$ cat src/rtl/cfgram_pkg.sv
package cfgram_pkg;

    localparam int BYTE_W   = 8;
    localparam int LOC_BITS = 6;
    localparam int IDX_BITS = 7;
    localparam int DEPTH    = 1 << LOC_BITS;
    localparam int SUM_W    = 2 * BYTE_W;

    localparam int SUM_FIRST = 'h10;
    localparam int SUM_LAST  = 'h2C;
    localparam int CK_HI     = 'h2E;
    localparam int CK_LO     = 'h2F;

    typedef logic [BYTE_W-1:0]   byte_t;
    typedef logic [LOC_BITS-1:0] loc_t;
    typedef logic [IDX_BITS-1:0] idx_t;
    typedef logic [SUM_W-1:0]    sum_t;

    typedef enum logic {
        S_IDLE = 1'b0,
        S_RESP = 1'b1
    } rd_state_e;

    function automatic byte_t fill_byte(input int a);
        byte_t v;
        unique case (a)
            'h0A:    v = 8'h26;
            'h0B:    v = 8'h02;
            'h0C:    v = 8'h50;
            'h0D:    v = 8'h80;
            default: v = (a >= SUM_FIRST && a <= SUM_LAST) ? byte_t'((3 * a + 1) % 256) : '0;
        endcase
        return v;
    endfunction

    function automatic sum_t fill_sum();
        sum_t s = '0;
        for (int a = SUM_FIRST; a <= SUM_LAST; a++)
            s = s + sum_t'(fill_byte(a));
        return s;
    endfunction

    function automatic byte_t boot_byte(input int a);
        sum_t s = fill_sum();
        if (a == CK_HI) return s[SUM_W-1:BYTE_W];
        if (a == CK_LO) return s[BYTE_W-1:0];
        return fill_byte(a);
    endfunction

endpackage

$ cat src/rtl/cfgram_store.sv
module cfgram_store
    import cfgram_pkg::*;
(
    input  logic  clk,
    input  logic  rst_n,
    input  logic  we,
    input  loc_t  addr,
    input  byte_t wbyte,
    output byte_t rbyte
);
    byte_t mem_q [DEPTH];
    sum_t  sum_q;
    sum_t  sum_n;
    logic  in_range;

    assign rbyte    = mem_q[addr];
    assign in_range = (int'(addr) >= SUM_FIRST) && (int'(addr) <= SUM_LAST);
    assign sum_n    = sum_q - sum_t'(mem_q[addr]) + sum_t'(wbyte);

    always_ff @(posedge clk or negedge rst_n) begin
        if (!rst_n) begin
            for (int i = 0; i < DEPTH; i++)
                mem_q[i] <= boot_byte(i);
            sum_q <= fill_sum();
        end else if (we) begin
            mem_q[addr] <= wbyte;
            if (in_range) begin
                sum_q        <= sum_n;
                mem_q[CK_HI] <= sum_n[SUM_W-1:BYTE_W];
                mem_q[CK_LO] <= sum_n[BYTE_W-1:0];
            end
        end
    end
endmodule

$ cat src/rtl/cfgram_ctrl.sv
module cfgram_ctrl
    import cfgram_pkg::*;
(
    input  logic  clk,
    input  logic  rst_n,
    input  logic  sel,
    input  logic  wr_en,
    input  logic  rd_en,
    input  byte_t wdata,
    input  byte_t mem_byte,
    output logic  mem_we,
    output loc_t  mem_addr,
    output byte_t rdata,
    output logic  rdy
);
    rd_state_e state_q, state_n;
    idx_t      idx_q;
    byte_t     rdata_q;
    logic      rd_go;

    assign rd_go    = rd_en && !wr_en;
    assign mem_we   = wr_en && sel;
    assign mem_addr = idx_q[LOC_BITS-1:0];

    always_comb begin
        state_n = S_IDLE;
        unique case (state_q)
            S_IDLE:  state_n = rd_go ? S_RESP : S_IDLE;
            S_RESP:  state_n = rd_go ? S_RESP : S_IDLE;
            default: state_n = S_IDLE;
        endcase
    end

    always_ff @(posedge clk or negedge rst_n) begin
        if (!rst_n) state_q <= S_IDLE;
        else        state_q <= state_n;
    end

    always_ff @(posedge clk or negedge rst_n) begin
        if (!rst_n) begin
            idx_q   <= '0;
            rdata_q <= '0;
        end else begin
            if (wr_en && !sel)
                idx_q <= wdata[IDX_BITS-1:0];
            if (rd_go)
                rdata_q <= sel ? mem_byte : byte_t'(idx_q);
        end
    end

    always_comb begin
        rdy   = 1'b0;
        rdata = rdata_q;
        unique case (state_q)
            S_IDLE:  rdy = 1'b0;
            S_RESP:  rdy = 1'b1;
            default: rdy = 1'b0;
        endcase
    end
endmodule

$ cat src/rtl/cfgram_top.sv
module cfgram_top
    import cfgram_pkg::*;
(
    input  logic              clk,
    input  logic              rst_n,
    input  logic              sel,
    input  logic              wr_en,
    input  logic              rd_en,
    input  logic [BYTE_W-1:0] wdata,
    output logic [BYTE_W-1:0] rdata,
    output logic              rdy
);
    logic  mem_we;
    loc_t  mem_addr;
    byte_t mem_byte;

    cfgram_ctrl u_ctrl (
        .clk      (clk),
        .rst_n    (rst_n),
        .sel      (sel),
        .wr_en    (wr_en),
        .rd_en    (rd_en),
        .wdata    (wdata),
        .mem_byte (mem_byte),
        .mem_we   (mem_we),
        .mem_addr (mem_addr),
        .rdata    (rdata),
        .rdy      (rdy)
    );

    cfgram_store u_store (
        .clk   (clk),
        .rst_n (rst_n),
        .we    (mem_we),
        .addr  (mem_addr),
        .wbyte (wdata),
        .rbyte (mem_byte)
    );
endmodule

$ cat config.mk
export PLATFORM = sky130hd
export DESIGN_NAME = cfgram_top
export DESIGN_NICKNAME = d
export VERILOG_FILES = /design/src/rtl/cfgram_pkg.sv /design/src/rtl/cfgram_store.sv /design/src/rtl/cfgram_ctrl.sv /design/src/rtl/cfgram_top.sv
export SDC_FILE = /design/constraint.sdc
export NUM_CORES = 1
export LEC_CHECK = 0
export BUFFER_PORTS_ARGS = -buffer_cell sky130_fd_sc_hd__buf_2
export CAP_MARGIN = 10
export CORE_MARGIN = 2
export CORE_UTILIZATION = 64
export CTS_CLUSTER_DIAMETER = 80
export DETAILED_ROUTE_END_ITERATION = 10
export PLACE_DENSITY = 0.8
export SYNTH_ARGS = -nofsm -noshare
export SYNTH_HDL_FRONTEND = slang
export SYNTH_SLANG_ARGS = --single-unit
$ cat constraint.sdc
create_clock -name clk -period 5.6 [get_ports clk]
set_input_delay 0 -clock clk [delete_from_list [all_inputs] [get_ports clk]]
set_output_delay 0 -clock clk [all_outputs]
set_load 0.005 [all_outputs]
==> impl_metrics.tcl <==
set metrics [dict create \
    drc 0 \
    fillers 2761 \
    clkPwrFrac_pct 30.9 \
    setup_slack_ps 249.8 \
    grt_pass1_vias 19360 \
    synth-seq-cells 544 \
    drt_first_pass_iters 6 \
    rsz0062_at_grt "no" \
    finClkSkew_ps 21.30 \
    cp.arrival_ps 5840 \
    die_area_um2 41860 \
    synthFlopType "dfrtp_1" \
    fin_crit_ps 5350 \
    clk_pin_slew_ps 60 \
    run_status "finished, violations left" \
    endpoint_kind "register" \
    synth_top_area_cell "dfrtp_1" \
    cts_tree "done" \
    final_core_util_pct 70.83 \
    drt-wirelength-per-cell_um 28.69 \
    dp.cells 2689 \
    io_buffers 21 \
    report.final.slew_viol_count 0 \
    relSlewSlack_pct 24.65 \
    grt_max_degree 199 \
    leakage_nw 12.49 \
    synth_edf_count 0 \
    drive_gt1_share_pct 30.50 \
    yosysSeqAreaShare_pct 53.52 \
    core_um2 39730 \
    min_period_over_period_pct 95.54 \
    synth_top_area_share_pct 39.84 \
    routed_wl_um 80160 \
    syn_to_final_growth_pct 9.286 \
    grt_overflow_total 0 \
    diodes 0 \
    synth_area_leaders "dfrtp_1, dfstp_2, mux2_2, o21ai_0, nand2_1" \
    synthTopCellsByCount "dfrtp_1, nand2_1, mux2_2, o21ai_0, dfstp_2" \
    ctsLongestPathBuffers 3 \
    fin_setup_tns_ps 0 \
    worstMarginPinSlew_ps 1128 \
    clk_latency_ps 640 \
    grt_pass1_wl_um 121300 \
    intPower_w 0.008088 \
    crit_path_max_fanout 36 \
    fin_area_um2 28140 \
    cts-root-buf "clkbuf_16" \
    htreeDepth 2 \
    seqCellArea_um2 13790 \
    synth_most_common_cell "dfrtp_1" \
    clock_sinks 544 \
    core.rowCount 73 \
    sequentialPowerShare_pct 43.5 \
    start_util_pct 64.81 \
    drt_iter0_drc 2582 \
    grt_usage_pct 39.26 \
    die-width_um 204.6 \
    dp_hpwl_um 50960 \
    finalSetupViolCount 0 \
    yosysUniqueCellTypes 73 \
    criticalPathCategory "reg -> reg" \
    multi_input_area_um2 11000 \
    dp_slack_ps 370.7 \
    power_frac_comb_pct 25.5 \
    synthesis.area_um2 25750 \
    cap_viol_max_count 0 \
    numCtsBuffers 54 \
    hold-worst-slack_ps -7.967 \
    syn_inst 2244 \
    peakVddDrop_mv 0.3089 \
    hp-class "in -> async" \
    power.density_nw_per_um2 423.8 \
    antenna_found_initial 0 \
    fmax_mhz 186.9 \
    start_kind "register" \
    syn-mean-instance-area_um2 11.47 \
    syn-num-nets 2281 \
    ys_async_sr_fraction_pct 100.0 \
    boundaryPins 22 \
    yosysWarnings 0 \
    cp_data_required_time_ps 6080 \
    swShare_pct 32.18 \
    violations "negative hold slack" \
    final_nets 2260 \
    layoutNonFillerInstCount 2794 \
    ant_nets 0 \
    viasPerCell 6.898 \
    num_vias 19270 \
    placed_area_um2 26270 \
    gp_congestion 0.9671 \
    die_h_um 204.6 \
    hold_viol_final 1 \
    p_switching_w 0.003838 \
]
-- layout make-up --
type	count	area share (%)
Sequential cell	544	49.01
Multi-Input combinational cell	1487	39.09
Clock buffer	81	5.696
Timing Repair Buffer	89	2.490
Tap cell	525	2.334
Clock inverter	21	0.7559
Inverter	47	0.6269
-- state kept, by name (all words and copies together), names as in the netlist --
register	cells
u_ctrl.idx_q	7
u_ctrl.rdata	8
u_ctrl.state_q	1
u_store.mem_q	512
u_store.sum_q	16
-- timing repair --
item                       in CTS  in global routing
hold endpoints to repair      115                  0
setup endpoints to repair       0                  2
gates resized for setup         0                  1
hold buffers                    2                  0
buffers inserted                0                  1
-- stage by stage --
| stage | total power (W) | hold WS [ps] |
|---|---|---|
| after global routing | 0.01244 | 72.45 |
| after CTS | 0.01184 | 27.27 |
| after floorplan | 0.007186 | -295.6 |
| final | 0.01193 | -7.967 |
| after global placement | 0.008048 | 121.2 |
| after detailed placement | 0.008173 | 122.4 |
-- worst max-delay path, cell delays in order, from the launching register on --
cell and delay, ps:
dfrtp_4 630, buf_4 570, mux2i_1 270, a22oi_1 110, and3_1 190, a31oi_1 280
o211ai_1 260, a221oi_2 290, nand2_1 140, fa_1 560, inv_1 60, ha_1 280
a21o_1 210, and4_1 230, o21a_1 210, a211o_1 270, a221oi_1 330, xor2_1 210
o21ai_0 90
-- layer usage --
metal	up-vias	GRT usage, %	part of all wire (%)
met5	-	0	0
met4	0	21.53	6.3
met3	321	11.76	12
met2	1239	57.17	44
met1	9748	53.07	38
li1	7966	-	-
-- power by group through the flow --
stage / clock network [W] / logic [W] / registers (W)
after global routing: 0.00388 / 0.00331 / 0.00525
after CTS: 0.00371 / 0.00296 / 0.00517
after detailed placement: 0 / 0.00294 / 0.00523
final: 0.00369 / 0.00304 / 0.00519
after floorplan: 0 / 0.00214 / 0.00504
after global placement: 0 / 0.00286 / 0.00519
-- placed cells by master (no fill, tap or decap), types with 5 or more instances in the layout --
cell       count
a211oi_1       6
a21o_1         8
a21oi_1       45
a221oi_1      25
a22o_1        10
a22oi_1       63
a31oi_1        8
a32oi_1       11
and2_1         9
and3_1         7
buf_2         20
buf_4         61
clkbuf_1      12
clkbuf_16     54
clkbuf_8      15
clkinv_2      13
dfrtp_1      407
dfstp_2      134
fa_1           8
ha_1          16
inv_1         46
mux2_1         5
mux2_2       288
mux2i_1       89
mux4_2        41
nand2_1      327
nand2b_1       5
nand3_1       20
nor2_1        43
nor2_2        29
nor2b_1       10
nor3_1         8
nor3_2         5
o21ai_0      287
o22ai_1       29
xnor2_1        9
xor2_1         6
-- path summary, 6_finish.rpt --
check	from	end	slack, ps	depth (start not counted)
max reg2reg	u_ctrl.idx_q[2]$_DFFE_PN0P_	u_store.sum_q[13]$_DFFE_PN0P_	250	18
min	rst_n	u_store.mem_q[443]$_DFFE_PN0P_	-8	2
min reg2reg	u_store.mem_q[252]$_DFFE_PN0P_	u_store.mem_q[252]$_DFFE_PN0P_	480	2
max in group asynchronous	rst_n	u_store.mem_q[23]$_DFFE_PN0P_	4000	3
min in group clk	wr_en	u_store.mem_q[129]$_DFFE_PN1P_	70	3
max	u_ctrl.idx_q[2]$_DFFE_PN0P_	u_store.sum_q[13]$_DFFE_PN0P_	250	18
-- cell families after synthesis --
| group | count (synthesis) | share of synthesized area [%] |
|---|---|---|
| flops | 544 | 53.52 |
| mux | 423 | 19.86 |
| compound gates | 530 | 12.42 |
| buf+inv | 213 | 3.810 |
| simple gates | 495 | 8.489 |
| fa+ha+maj | 24 | 1.399 |
| xor+xnor | 15 | 0.5102 |
No activity file was read; power rests on OpenSTA's default activity.
